$ cat config.mk
export PLATFORM = sky130hd
export DESIGN_NAME = step_pulse_sched
export DESIGN_NICKNAME = d
export VERILOG_FILES = /design/src/rtl/sps_pkg.sv /design/src/rtl/sps_free_counter.sv /design/src/rtl/sps_period_split.sv /design/src/rtl/step_pulse_sched.sv
export SDC_FILE = /design/constraint.sdc
export NUM_CORES = 1
export LEC_CHECK = 0
export ABC_AREA = 1
export BUFFER_PORTS_ARGS = -buffer_cell sky130_fd_sc_hd__buf_2
export CORE_MARGIN = 10
export CORE_UTILIZATION = 45
export CTS_CLUSTER_DIAMETER = 30
export CTS_CLUSTER_SIZE = 30
export DETAILED_ROUTE_END_ITERATION = 12
export PLACE_DENSITY = 0.65
export SLEW_MARGIN = 25
export SYNTH_ARGS = -nofsm -noshare
export SYNTH_HDL_FRONTEND = slang
export SYNTH_SLANG_ARGS = --single-unit
$ cat constraint.sdc
create_clock -name clk -period 4 [get_ports clk]
set_clock_uncertainty 0.2 [all_clocks]
set_input_delay 0.4 -clock clk [delete_from_list [all_inputs] [get_ports clk]]
set_output_delay 0.4 -clock clk [all_outputs]
set_load 0.05 [all_outputs]
$ cat src/rtl/sps_pkg.sv
package sps_pkg;
    typedef enum logic [1:0] {
        PH_IDLE  = 2'd0,
        PH_ROLL  = 2'd1,
        PH_FINAL = 2'd2,
        PH_PULSE = 2'd3
    } sps_phase_e;
endpackage

$ cat src/rtl/sps_free_counter.sv
module sps_free_counter #(
    parameter int W = 16
) (
    input  logic         clk,
    input  logic         rst_n,
    output logic [W-1:0] cnt
);
    logic [W-1:0] cnt_d, cnt_q;

    always_comb begin
        cnt_d = cnt_q + 1'b1;
    end

    always_ff @(posedge clk or negedge rst_n) begin
        if (!rst_n) cnt_q <= '0;
        else        cnt_q <= cnt_d;
    end

    assign cnt = cnt_q;
endmodule

$ cat src/rtl/sps_period_split.sv
module sps_period_split
    import sps_pkg::*;
#(
    parameter int CNT_W      = 16,
    parameter int PER_W      = 32,
    parameter int MIN_SETUP  = 1000,
    parameter int MID_SET    = 20000,
    parameter int MAX_SETUP  = 60000
) (
    input  logic [PER_W-1:0] period,
    input  logic [CNT_W-1:0] base,
    output sps_phase_e       phase,
    output logic [CNT_W-1:0] cmp,
    output logic [PER_W:0]   rem
);
    localparam int RW          = PER_W + 1;
    localparam int BORROW_LEAD = MID_SET - MIN_SETUP;
    localparam int TRIM_LEAD   = MAX_SETUP - MID_SET;
    localparam logic [RW-1:0] WRAP = RW'(1) << CNT_W;

    logic [CNT_W-1:0] lo;
    logic             hi_nz;

    assign lo    = period[CNT_W-1:0];
    assign hi_nz = |period[PER_W-1:CNT_W];

    always_comb begin
        rem   = {1'b0, period};
        phase = PH_ROLL;
        cmp   = base;
        if (lo < CNT_W'(MIN_SETUP)) begin
            // short residue: borrow one wrap, lead in by the borrow distance
            cmp = base + CNT_W'(BORROW_LEAD);
            rem = {1'b0, period} + WRAP - RW'(BORROW_LEAD);
        end else if (lo > CNT_W'(MAX_SETUP)) begin
            // long residue: lead in so the final compare sits well clear of a wrap
            cmp = base + CNT_W'(TRIM_LEAD);
            rem = {1'b0, period} + WRAP - RW'(TRIM_LEAD);
        end else if (!hi_nz) begin
            phase = PH_FINAL;
            cmp   = base + lo;
        end
    end
endmodule

$ cat src/rtl/step_pulse_sched.sv
module step_pulse_sched
    import sps_pkg::*;
#(
    parameter int CNT_W      = 16,
    parameter int PER_W      = 32,
    parameter int PULSE_TIME = 100,
    parameter int MIN_SETUP  = 1000,
    parameter int MID_SET    = 20000,
    parameter int MAX_SETUP  = 60000
) (
    input  logic             clk,
    input  logic             rst_n,
    input  logic             ld_req,
    input  logic [PER_W-1:0] ld_period,
    output logic             ld_ack,
    output logic             ld_err,
    output logic             busy,
    output logic             next_req,
    output logic             step_a_n,
    output logic             step_b_n
);
    localparam int RW = PER_W + 1;
    localparam logic [RW-1:0] WRAP = RW'(1) << CNT_W;

    typedef struct packed {
        sps_phase_e       phase;
        logic [CNT_W-1:0] cmp;    // next compare point
        logic [CNT_W-1:0] acmp;   // compare point of the last falling A edge
        logic [RW-1:0]    rem;    // remaining wraps and residue
        logic             q_vld;
        logic [PER_W-1:0] q_per;
        logic             a_n;
        logic             b_n;
        logic [1:0]       rest;   // 1: raise A next, 2: raise B next
        logic             nreq;
    } state_t;

    state_t st_d, st_q;

    logic [CNT_W-1:0] cnt;
    logic [PER_W-1:0] cont_per;
    logic             hit;
    logic             reject;
    logic [RW-1:0]    rem_m;
    logic             q_full;

    sps_phase_e       s_idle_phase, s_cont_phase;
    logic [CNT_W-1:0] s_idle_cmp,   s_cont_cmp;
    logic [RW-1:0]    s_idle_rem,   s_cont_rem;

    sps_free_counter #(.W(CNT_W)) u_cnt (
        .clk  (clk),
        .rst_n(rst_n),
        .cnt  (cnt)
    );

    assign cont_per = st_q.q_vld ? st_q.q_per : ld_period;

    // start from idle: anchored to the current counter value
    sps_period_split #(
        .CNT_W(CNT_W), .PER_W(PER_W), .MIN_SETUP(MIN_SETUP),
        .MID_SET(MID_SET), .MAX_SETUP(MAX_SETUP)
    ) u_split_idle (
        .period(ld_period), .base(cnt),
        .phase(s_idle_phase), .cmp(s_idle_cmp), .rem(s_idle_rem)
    );

    // back-to-back step: anchored to the previous A compare point
    sps_period_split #(
        .CNT_W(CNT_W), .PER_W(PER_W), .MIN_SETUP(MIN_SETUP),
        .MID_SET(MID_SET), .MAX_SETUP(MAX_SETUP)
    ) u_split_cont (
        .period(cont_per), .base(st_q.acmp),
        .phase(s_cont_phase), .cmp(s_cont_cmp), .rem(s_cont_rem)
    );

    always_comb begin
        hit    = (cnt == st_q.cmp);
        busy   = (st_q.phase != PH_IDLE);
        reject = (ld_period < PER_W'(MIN_SETUP)) || (busy && st_q.q_vld);
        ld_err = ld_req && reject;
        ld_ack = ld_req && !reject;
        rem_m  = st_q.rem - WRAP;

        st_d      = st_q;
        st_d.nreq = 1'b0;

        // ordered release after the active interval
        if (st_q.rest == 2'd1) begin
            st_d.a_n  = 1'b1;
            st_d.rest = 2'd2;
        end else if (st_q.rest == 2'd2) begin
            st_d.b_n  = 1'b1;
            st_d.rest = 2'd0;
        end

        if (ld_ack && busy) begin
            st_d.q_vld = 1'b1;
            st_d.q_per = ld_period;
        end

        unique case (st_q.phase)
            PH_IDLE: begin
                if (ld_ack) begin
                    st_d.phase = s_idle_phase;
                    st_d.cmp   = s_idle_cmp;
                    st_d.rem   = s_idle_rem;
                    st_d.nreq  = 1'b1;
                end
            end
            PH_ROLL: begin
                if (hit) begin
                    st_d.rem = rem_m;
                    if (rem_m[RW-1:CNT_W] == '0) begin
                        st_d.cmp   = st_q.cmp + rem_m[CNT_W-1:0];
                        st_d.phase = PH_FINAL;
                    end
                end
            end
            PH_FINAL: begin
                if (hit) begin
                    st_d.a_n   = 1'b0;
                    st_d.acmp  = st_q.cmp;
                    st_d.cmp   = st_q.cmp + CNT_W'(PULSE_TIME);
                    st_d.phase = PH_PULSE;
                end
            end
            PH_PULSE: begin
                if (hit) begin
                    st_d.b_n  = 1'b0;
                    st_d.rest = 2'd1;
                    if (st_q.q_vld || ld_ack) begin
                        st_d.phase = s_cont_phase;
                        st_d.cmp   = s_cont_cmp;
                        st_d.rem   = s_cont_rem;
                        st_d.q_vld = 1'b0;
                        st_d.nreq  = 1'b1;
                    end else begin
                        st_d.phase = PH_IDLE;
                    end
                end
            end
            default: st_d.phase = PH_IDLE;
        endcase
    end

    always_ff @(posedge clk or negedge rst_n) begin
        if (!rst_n) begin
            st_q     <= '0;
            st_q.a_n <= 1'b1;
            st_q.b_n <= 1'b1;
        end else begin
            st_q <= st_d;
        end
    end

    assign next_req = st_q.nreq;
    assign step_a_n = st_q.a_n;
    assign step_b_n = st_q.b_n;
    assign q_full   = st_q.q_vld;
endmodule

* Yosys cells after proc, flatten, opt, wreduce, memory -nomap -nowiden
Cells that the tools add are included.
Operators by class: add/sub/neg operators 16, $lt $le $gt $ge 5, eq/ne operators 12, muxes and demuxes 43, reductions and logical operators 17
Operators with widths (number):
- 33-bit 2-to-1 mux | 7
- 16-bit 2-to-1 mux | 7
- 34-bit 2-to-1 mux | 3
- 33-bit case mux with 3 select lines | 1
- 18-bit 2-to-1 mux | 4
- 18-bit case mux with 4 select lines | 1
- 32-bit by 17-bit adder with 33-bit output (second input constant) | 2
- 33-bit by 15-bit subtractor with 33-bit output (second input constant) | 2
- 33-bit by 16-bit subtractor with 33-bit output (second input constant) | 2
- 16-bit adder | 3
- 33-bit by 17-bit subtractor with 33-bit output (second input constant) | 1
- 16-bit by 15-bit adder with 16-bit output (second input constant) | 2
- 16-bit adder (second input constant) | 2
- 16-bit > comparator (second input constant) | 2
- 16-bit by 10-bit less-than comparator with 1-bit output (second input constant) | 2
- 32-bit by 10-bit less-than comparator with 1-bit output (second input constant) | 1
- 32-bit 2-to-1 mux | 1
- 16-bit OR reduction | 2
- 17-bit zero test | 1
- 16-bit by 1-bit adder with 16-bit output (second input constant) | 1
- 16-bit by 7-bit adder with 16-bit output (second input constant) | 1
- 16-bit == test | 1
- 2-bit 2-to-1 mux | 8
- 2-bit inequality test (second input constant) | 6
- 15 further kinds | 30
Word-level totals: register bits after elaboration 121, input port bits 35, output and inout bits 6, word-level logic and storage cells 104

* Longest topological paths before layout
Gate-level depths: netlist of run 1.
word-level depth 10, gate-level depth with buffers 22, gate-level depth less buffers 21

* By module
A second synthesis of run 1 with hierarchy kept.
Second synthesis, totals: cells, all modules 2757, area total of the unflattened synthesis 16100.4 sq um
By module, submodules not included:
- step_pulse_sched | times used 1, cells each 1170, area an instance 7591.0 sq um
- sps_period_split (u_split_idle) | times used 1, cells each 776, area an instance 4055.1 sq um
- sps_period_split (u_split_cont) | times used 1, cells each 723, area an instance 3681.0 sq um
- sps_free_counter | times used 1, cells each 88, area an instance 773.2 sq um

* Least setup slack after synthesis of run 1
No wires, ideal clock.
path type reg2reg, from register st_q (netlist bit q_full), to register st_q[100] in the netlist's numbering, arrival time 2493 ps, slack 1190 ps, stages on the path, launching flop included 19, buffers on the path 2, cell sequence dfrtp_1 -> buf_6 -> buf_6 -> o21ai_0 -> inv_1 -> ha_1 -> nand3_1 -> nand2_1 -> nand2_1 -> nand2_1 -> a21oi_1 -> or2_2 -> nand3_1 -> nand2_1 -> o21a_1 -> o21ai_0 -> nand2_1 -> nand2_1 -> nand2_1
Between the ends: word-level cells in the longest chain between the ends 8, elaborated cells between the ends (all ways) 19, classes of those cells add/sub (1); order compare (2); eq/ne (2); mux (7); reduce/logical (7)
RTL lines:
- start: declaration | RTL line step_pulse_sched.sv:38 | state_t st_d, st_q;
- start signal: assignment | RTL line step_pulse_sched.sv:153 | st_q <= st_d;
- 32-bit 2-to-1 mux | RTL line step_pulse_sched.sv:57 | assign cont_per = st_q.q_vld ? st_q.q_per : ld_period;
- 16-bit adder / 16-bit OR reduction (equally long branches) | RTL line sps_period_split.sv:41, sps_period_split.sv:25
- 16-bit 2-to-1 mux | RTL line sps_period_split.sv:39 | end else if (!hi_nz) begin
- 16-bit 2-to-1 mux | RTL line sps_period_split.sv:35 | end else if (lo > CNT_W'(MAX_SETUP)) begin
- 16-bit 2-to-1 mux | RTL line sps_period_split.sv:31 | if (lo < CNT_W'(MIN_SETUP)) begin
- 16-bit 2-to-1 mux | RTL line step_pulse_sched.sv:132 | if (st_q.q_vld || ld_ack) begin
- 18-bit 2-to-1 mux | RTL line step_pulse_sched.sv:129 | if (hit) begin
- 18-bit case mux with 4 select lines | RTL line step_pulse_sched.sv:102 | unique case (st_q.phase)
Several ways; a longest one is shown, not always the timed one. The select of a mux whose other input is x is not followed. A chain may end at the register's enable or synchronous reset.

* Worst setup path after layout of run 1
from register st_q (netlist bit q_full), to register st_q[62] in the netlist's numbering
Between the ends: word-level cells in the longest chain between the ends 8, elaborated cells between the ends (all ways) 19, classes of those cells add/sub (3); order compare (2); eq/ne (2); mux (6); reduce/logical (6)
RTL lines:
- 32-bit 2-to-1 mux | RTL line step_pulse_sched.sv:57
- 32-bit by 17-bit adder with 33-bit output | RTL line sps_period_split.sv:34, sps_period_split.sv:38
- 33-bit by 16-bit subtractor with 33-bit output | RTL line sps_period_split.sv:38 | rem = {1'b0, period} + WRAP - RW'(TRIM_LEAD);
- 33-bit 2-to-1 mux | RTL line sps_period_split.sv:35
- 33-bit 2-to-1 mux | RTL line sps_period_split.sv:31
- 34-bit 2-to-1 mux | RTL line step_pulse_sched.sv:132
- 34-bit 2-to-1 mux | RTL line step_pulse_sched.sv:129
- 33-bit case mux with 3 select lines | RTL line step_pulse_sched.sv:102
Several ways; a longest one is shown, not always the timed one. The select of a mux whose other input is x is not followed.

==> results of run 1 <==
## metal layers
metal	share of wire, %	GRT usage (%)	vias to the layer above	wire [um]
met3	10	6.11	90	5950
met1	46	40.8	8030	27000
met2	41	39.8	864	23700
met4	2.5	8.75	0	1430
li1	-	-	8331	-
met5	0	0	-	0
## final timing paths
path,from,end
worst min-delay path,ld_period[28],st_q[33]
worst max register to register,q_full,st_q[62]
worst max-delay path,q_full,st_q[62]
worst min register to register,st_q[36],st_q[36]
max in group asynchronous,rst_n,step_a_n
min in group asynchronous,rst_n,st_q[33]
## Yosys cell counts, types with 4 or more instances
cell type,number
nand2_1,721
nor2_1,258
inv_1,240
a21oi_1,208
o21ai_0,208
nand3_1,189
dfrtp_1,119
ha_1,76
xor2_1,64
nand4_1,46
clkbuf_1,42
nor3_1,35
o21ai_1,33
nand2_2,28
o211ai_1,20
buf_2,19
nor2_2,19
xnor2_1,17
a31oi_1,14
buf_6,12
o21a_1,12
a2bb2oi_1,10
nor2_4,9
o21ai_2,9
inv_2,8
or2_2,8
nand2_4,6
o21bai_1,6
o31ai_1,6
buf_4,5
nand3b_1,5
a21boi_1,4
nor4_1,4
o22ai_1,4
## state kept, by name, indices dropped and copies added (netlist names)
| signal | cells |
|---|---|
| st_q | 101 |
| u_cnt.cnt | 16 |
| step_a_n | 1 |
| next_req | 1 |
| step_b_n | 1 |
| q_full | 1 |
## kinds of logic (layout without fill, tap and decap cells)
family          count (synthesis)  after routing  synth area share (%)
xor+xnor                       81             81                  4.76
compound gates                549            549                  20.2
flops                         121            121                  20.3
fa+ha+maj                      79             79                  6.79
mux                             1              1                0.0756
simple gates                 1335           1335                  38.4
buf+inv                       333            377                  9.40
## stage by stage
stage / power [mW] / hold slack (ns) / instances / util, %
global placement: 9.09 / 0.272 / 2950 / 47.9
detailed placement: 9.16 / 0.280 / 2950 / 47.9
CTS: 10.8 / 0.0104 / 2985 / 49.8
finish: 11.1 / 0.0252 / 2985 / 49.8
global route: 11.9 / 0.0496 / 2985 / 49.8
floorplan: 6.94 / -0.0956 / 2499 / -
## final cells by class
class	instances	area (um2)	area share, %
flip-flops and latches	121	3030	18.7
clock buffers	19	453	2.79
well taps	442	553	3.40
inverters	251	942	5.80
multi-input cells	2045	10500	64.5
clock inverters	13	140	0.863
repair buffers	94	644	3.97
## power by group
part           internal (mW)  switching (mW)
logic                   2.27            5.02
registers               1.67           0.465
clock network          0.954           0.671
## worst reg2reg max path, stage by stage, from the launching register on
cell,delay [ns]
dfrtp_2,0.63
buf_4,0.49
nand2_1,0.14
nand2_2,0.18
ha_1,0.32
nand2_2,0.18
inv_1,0.12
nand2_1,0.05
nand2_1,0.15
inv_1,0.09
nor2_1,0.15
nand2_1,0.08
nor2_2,0.25
nor2_1,0.07
o21ai_1,0.20
nand3_1,0.12
a21oi_1,0.14
==> results.md, run 1 <==
* Status: finished clean
* PostCTS Resize Cnt at 0
* Vias in the first global route at 15700
* Pin count of the biggest net entering global routing at 67
* Detailed Route Iter0 Violations at about 2000
* First-pass GRT wire length at about 90000 um
* Initial Utilization at a little under half
* Clock sink total at 121
* Post-synth top area cell: dfrtp_1
* Static Leak at 7.81 nW
* Synth Cell Area at approximately 15000 um2
* Global-route usage over all layers at 28.0%
* Deepest clock path buffer count at 2
* Area grow syn2layout at 9.02%
* Avg WL per Cell at 19.5 um
* Top FF cell, synth: dfrtp_1
* Layout net count at ~2600
* Setup tns final at 0 ns
* Most used cell, CP: nand2_1
* Final setup fails at 0
* Power Density at 680 nW/um2
* Max Slew Vio Count at 0
* HP Class: input pin to flip-flop
* Commonest non-fill, non-tap cell in the layout: nand2_1
* Die area at 40800 um2
* Initial antenna violation count at 0
* Slew margin rel. at 47.6%
* IR drop worst, VDD at 419 uV
* DP HPWL at between 40000 and 50000 um
* DRC Markers at 0
* Slack of the critical path at around 0.36 ns
* Top cell type's share of synthesized area at around 20%
* Setup Slack @ Placement at about 0.43 ns
* Crit path DAT at roughly 3.8 ns
* Detail Route Antenna Nets at 0
* # diodes at 0
* H-tree levels at 4
* Worst-Skew Late Latency at approximately 0.45 ns
* Post-layout min period at between 3 and 4 ns
* R2R cell count at 16
* Clock Tree Root: clkbuf_16
* WP data required at about 4.2 ns
* GP Congestion at around 1.0
* Crit path buf inv count at 3
* Top delay family on crit path: simple AND/OR/NAND/NOR gates
* Avg Inst Size Synth at just under 6 um2
* Worst hold stages at 3
* Final instance area at approximately 16000 um2
* Crit. End Element: flip-flop
* Clk slew on worst S/H paths at about 0.06 ns
* CTS tree: yes
* Upper clock frequency limit at ~0.27 GHz
* #FFs+latches synth at 121
* Routed WL at 58100 um
* Worst path cell trace: buf_4 -> nand2_1 -> nand2_2 -> ha_1 -> nand2_2 -> inv_1 -> nand2_1 -> nand2_1 -> inv_1 -> nor2_1 -> nand2_1 -> nor2_2 -> nor2_1 -> o21ai_1 -> nand3_1 -> a21oi_1
* Worst-path fanout max at 42
* Fill count at 3441
* Core Area at 32600 um2
* Post-synth ARST share at 100%
* Die width at around 200 um
* Max Cap Viol at 0
* Sequential area share after synthesis at about a fifth
* Slowest cell on crit path: dfrtp_2
* Synthesis Warnings at 0
* Postcts setup bufs at 0
* Vias per std cell at 5.80
* Post-synthesis cell count at between 2000 and 2500
* CP startpoint kind: flip-flop
* GR Overflow Total at 0
* IO buf count at 40
* Flop2flop setup slack at around 0.36 ns
* Mapped Nets at ~2600
* RSZ-0062 raised after global routing: false
* Worst-Margin Slew at a little under 0.8 ns
* Number of synthesized flops with an enable pin at 0
* Most frequent cells in the layout: 721 x nand2_1, 256 x nor2_1, 240 x inv_1
* Main area contributors after synthesis: dfrtp_1 20%, nand2_1 18%, a21oi_1 7.0%, o21ai_0 7.0%, nor2_1 6.5%
* Std cell rows at 66
* Post-CTS Hold Buffers at 3
* Tcrit/Tclk final at about nine tenths
* I/O pin cnt at 41
* Final Hold Viols at 0
* Critical path depth at 16
* Setup Crit Path Kind: flip-flop to flip-flop
* Netlist cell types at 52
* Vias at 17300
* Layout cells sized above 1 at approximately 8.7%
* Delay of the slowest cell on the worst path at between 0.6 and 0.7 ns
* TritonRoute pass-1 iters at 6
* Total CTS buffers at 17
* Cell Area, Placed at approximately 16000 um2
* Height of the die at between 200 and 250 um
Power figures use the tool's default switching activity.
==> run 2, diff against run 1 <==
PLACE_DENSITY = 0.67   (was 0.65)
SLEW_MARGIN = 20   (was 25)
==> results.md, run 2 (synthesized netlist as in run 1, its figures left out) <==
* HP Class: input pin to flip-flop (unchanged)
* Vias at 17300 (about the same)
* Static Leak at 7.79 nW (was 7.81 nW)
* Status: finished clean (unchanged)
* TritonRoute pass-1 iters at 5 (was 6)
* WP data required at 4.14 ns (was 4.17 ns)
* Std cell rows at 66 (unchanged)
* Commonest non-fill, non-tap cell in the layout: nand2_1 (unchanged)
* Upper clock frequency limit at 0.263 GHz (was 0.275 GHz)
* Detailed Route Iter0 Violations at 2320 (was 1993)
* Post-CTS Hold Buffers at 1 (was 3)
* Clock Tree Root: clkbuf_16 (unchanged)
* Layout Cells excl Fill at 2977 (was 2985)
* Setup Slack @ Placement at 0.401 ns (was 0.431 ns)
* Pin count of the biggest net entering global routing at 75 (was 67)
* Core Area at 32600 um2 (unchanged)
* Global-route usage over all layers at 28.4% (was 28.0%)
* Post-layout min period at 3.80 ns (was 3.64 ns)
* # diodes at 0 (unchanged)
* Clk slew on worst S/H paths at 0.06 ns (about the same)
* I/O pin cnt at 41 (unchanged)
* Slew margin rel. at 36.7% (was 47.6%)
* Avg WL per Cell at 19.8 um (was 19.5 um)
* Sw Ratio at 55.2% (was 55.7%)
* Vias in the first global route at 15800 (was 15700)
* Worst-Margin Slew at 0.940 ns (was 0.786 ns)
* Setup tns final at 0 ns (unchanged)
* CTS tree: yes (unchanged)
* Delay of the slowest cell on the worst path at 0.66 ns (was 0.63 ns)
* Height of the die at 202 um (unchanged)
* First-pass GRT wire length at 91800 um (was 90500 um)
* Max reg flops at 101 (unchanged)
* Initial antenna violation count at 0 (unchanged)
* Sw power at 6.12 mW (was 6.16 mW)
* RSZ-0062 raised after global routing: false (unchanged)
* Max Cap Viol at 0 (unchanged)
* Die width at 202 um (unchanged)
* Postcts setup bufs at 0 (unchanged)
* PnR Total Power at 11.1 mW (about the same)
* DP HPWL at 46800 um (was 45600 um)
* Power Density at 683 nW/um2 (was 680 nW/um2)
* H-tree levels at 4 (unchanged)
* Crit. End Element: flip-flop (unchanged)
* Crit path DAT at 3.94 ns (was 3.80 ns)
* Setup Crit Path Kind: flip-flop to flip-flop (unchanged)
* Total CTS buffers at 17 (unchanged)
* Clk pwr share at 15.6% (was 14.7%)
* Inst Count DP at 2944 (was 2950)
* DRC Markers at 0 (unchanged)
* Tcrit/Tclk final at 94.9% (was 91.0%)
* Layout net count at 2636 (was 2644)
* Flop2flop setup slack at 0.20 ns (was 0.36 ns)
* Most used cell, CP: nand2_1 (unchanged)
* Routed WL at 59000 um (was 58100 um)
* Worst path cell trace: buf_12 -> o21ai_1 -> ha_1 -> a21oi_1 -> o21ai_0 -> a21oi_1 -> or2_2 -> nand3_1 -> nand2_1 -> o21a_1 -> o21ai_0 -> nand2_1 -> nand2_1 -> nand2_1 (was buf_4 -> nand2_1 -> nand2_2 -> ha_1 -> nand2_2 -> inv_1 -> nand2_1 -> nand2_1 -> inv_1 -> nor2_1 -> nand2_1 -> nor2_2 -> nor2_1 -> o21ai_1 -> nand3_1 -> a21oi_1)
* Clock sink total at 121 (unchanged)
* Combinational share of power at 65.2% (was 66.0%)
* Detail Route Antenna Nets at 0 (unchanged)
* Area grow syn2layout at 8.95% (was 9.02%)
* Final Hold Viols at 0 (unchanged)
* Initial Utilization at 45.7% (unchanged)
* IR drop worst, VDD at 395 uV (was 419 uV)
* Die area at 40800 um2 (unchanged)
* CP startpoint kind: flip-flop (unchanged)
* IO buf count at 40 (unchanged)
* Final Hold Slack at 0.0179 ns (was 0.0252 ns)
* Worst-path fanout max at 74 (was 42)
* GP Congestion at 1.00 (was 1.01)
* Slowest cell on crit path: o21ai_1 (was dfrtp_2)
* Max Slew Vio Count at 0 (unchanged)
* Final setup fails at 0 (unchanged)
* Top reg by flops: st_q (unchanged)
* Vias per std cell at 5.83 (was 5.80)
* Most frequent cells in the layout: 721 x nand2_1, 256 x nor2_1, 240 x inv_1 (unchanged)
* Worst-Skew Late Latency at 0.45 ns (about the same)
* Internal power at 4.97 mW (was 4.89 mW)
* Layout cells sized above 1 at 8.44% (was 8.65%)
* PostCTS Resize Cnt at 0 (unchanged)
* Reg power frac at 19.2% (was 19.3%)
* Slack of the critical path at 0.203 ns (was 0.362 ns)
* GR Overflow Total at 0 (unchanged)
* Deepest clock path buffer count at 2 (unchanged)
run 2: cell types whose count changed in the layout (fill, tap and decap cells not counted), sizes merged:
| cell | change |
|---|---|
| clkbuf | -1 |
| inv | -2 |
| buf | -6 |
| clkinv | -1 |
| bufinv | +2 |
| dlygate4sd3 | -2 |
| clkinvlp | +2 |
run 2: power by group through the flow:
stage	Clock [mW]	Combinational (mW)	Sequential, mW
after CTS	1.74	7.03	2.11
after global routing	1.79	8.01	2.17
final	1.73	7.23	2.13
after detailed placement	0	6.99	2.13
after floorplan	0	4.97	1.96
after global placement	0	6.94	2.13
run 2: worst paths after layout:
path                                    start        end  depth (start not counted)
worst max-delay path                   q_full  st_q[100]                         14
worst min-delay path            ld_period[29]   st_q[34]                          3
worst max register to register         q_full  st_q[100]                         14
worst min register to register       st_q[18]   st_q[18]                          1
max in group asynchronous               rst_n   st_q[59]                          3
min in group asynchronous               rst_n   st_q[11]                          2
run 2: final cells by class:
class | count | area, um2
Timing Repair Buffer | 86 | 592
Sequential cell | 121 | 3030
Fill cell | 3469 | 16400
Clock buffer | 18 | 439
Tap cell | 442 | 553
Inverter | 251 | 942
Clock inverter | 14 | 196
Multi-Input combinational cell | 2045 | 10500
run 2: metal layers:
| layer | up-vias | wire (um) | part of all wire (%) | global-route usage (%) |
|---|---|---|---|---|
| met2 | 824 | 24200 | 41 | 40.6 |
| met4 | 0 | 1150 | 1.9 | 7.22 |
| li1 | 8306 | - | - | - |
| met1 | 8141 | 27900 | 47 | 41.8 |
| met5 | - | 0 | 0 | 0 |
| met3 | 73 | 5740 | 9.7 | 6.21 |
run 2: worst max-delay path, delay by kind of cell, from the launching register on:
| kind | cells | cell delay (ns) |
|---|---|---|
| compound gates | 6 | 1.79 |
| fa+ha+maj | 1 | 0.30 |
| simple gates | 6 | 0.65 |
| flops | 1 | 0.49 |
| buf+inv | 1 | 0.22 |
run 2: metrics by stage:
stage / area, um2 / utilization (%)
CTS: 16200 / 49.8
global route: 16200 / 49.8
global placement: 15600 / 47.8
detailed placement: 15600 / 47.8
floorplan: 14900 / -
finish: 16200 / 49.8
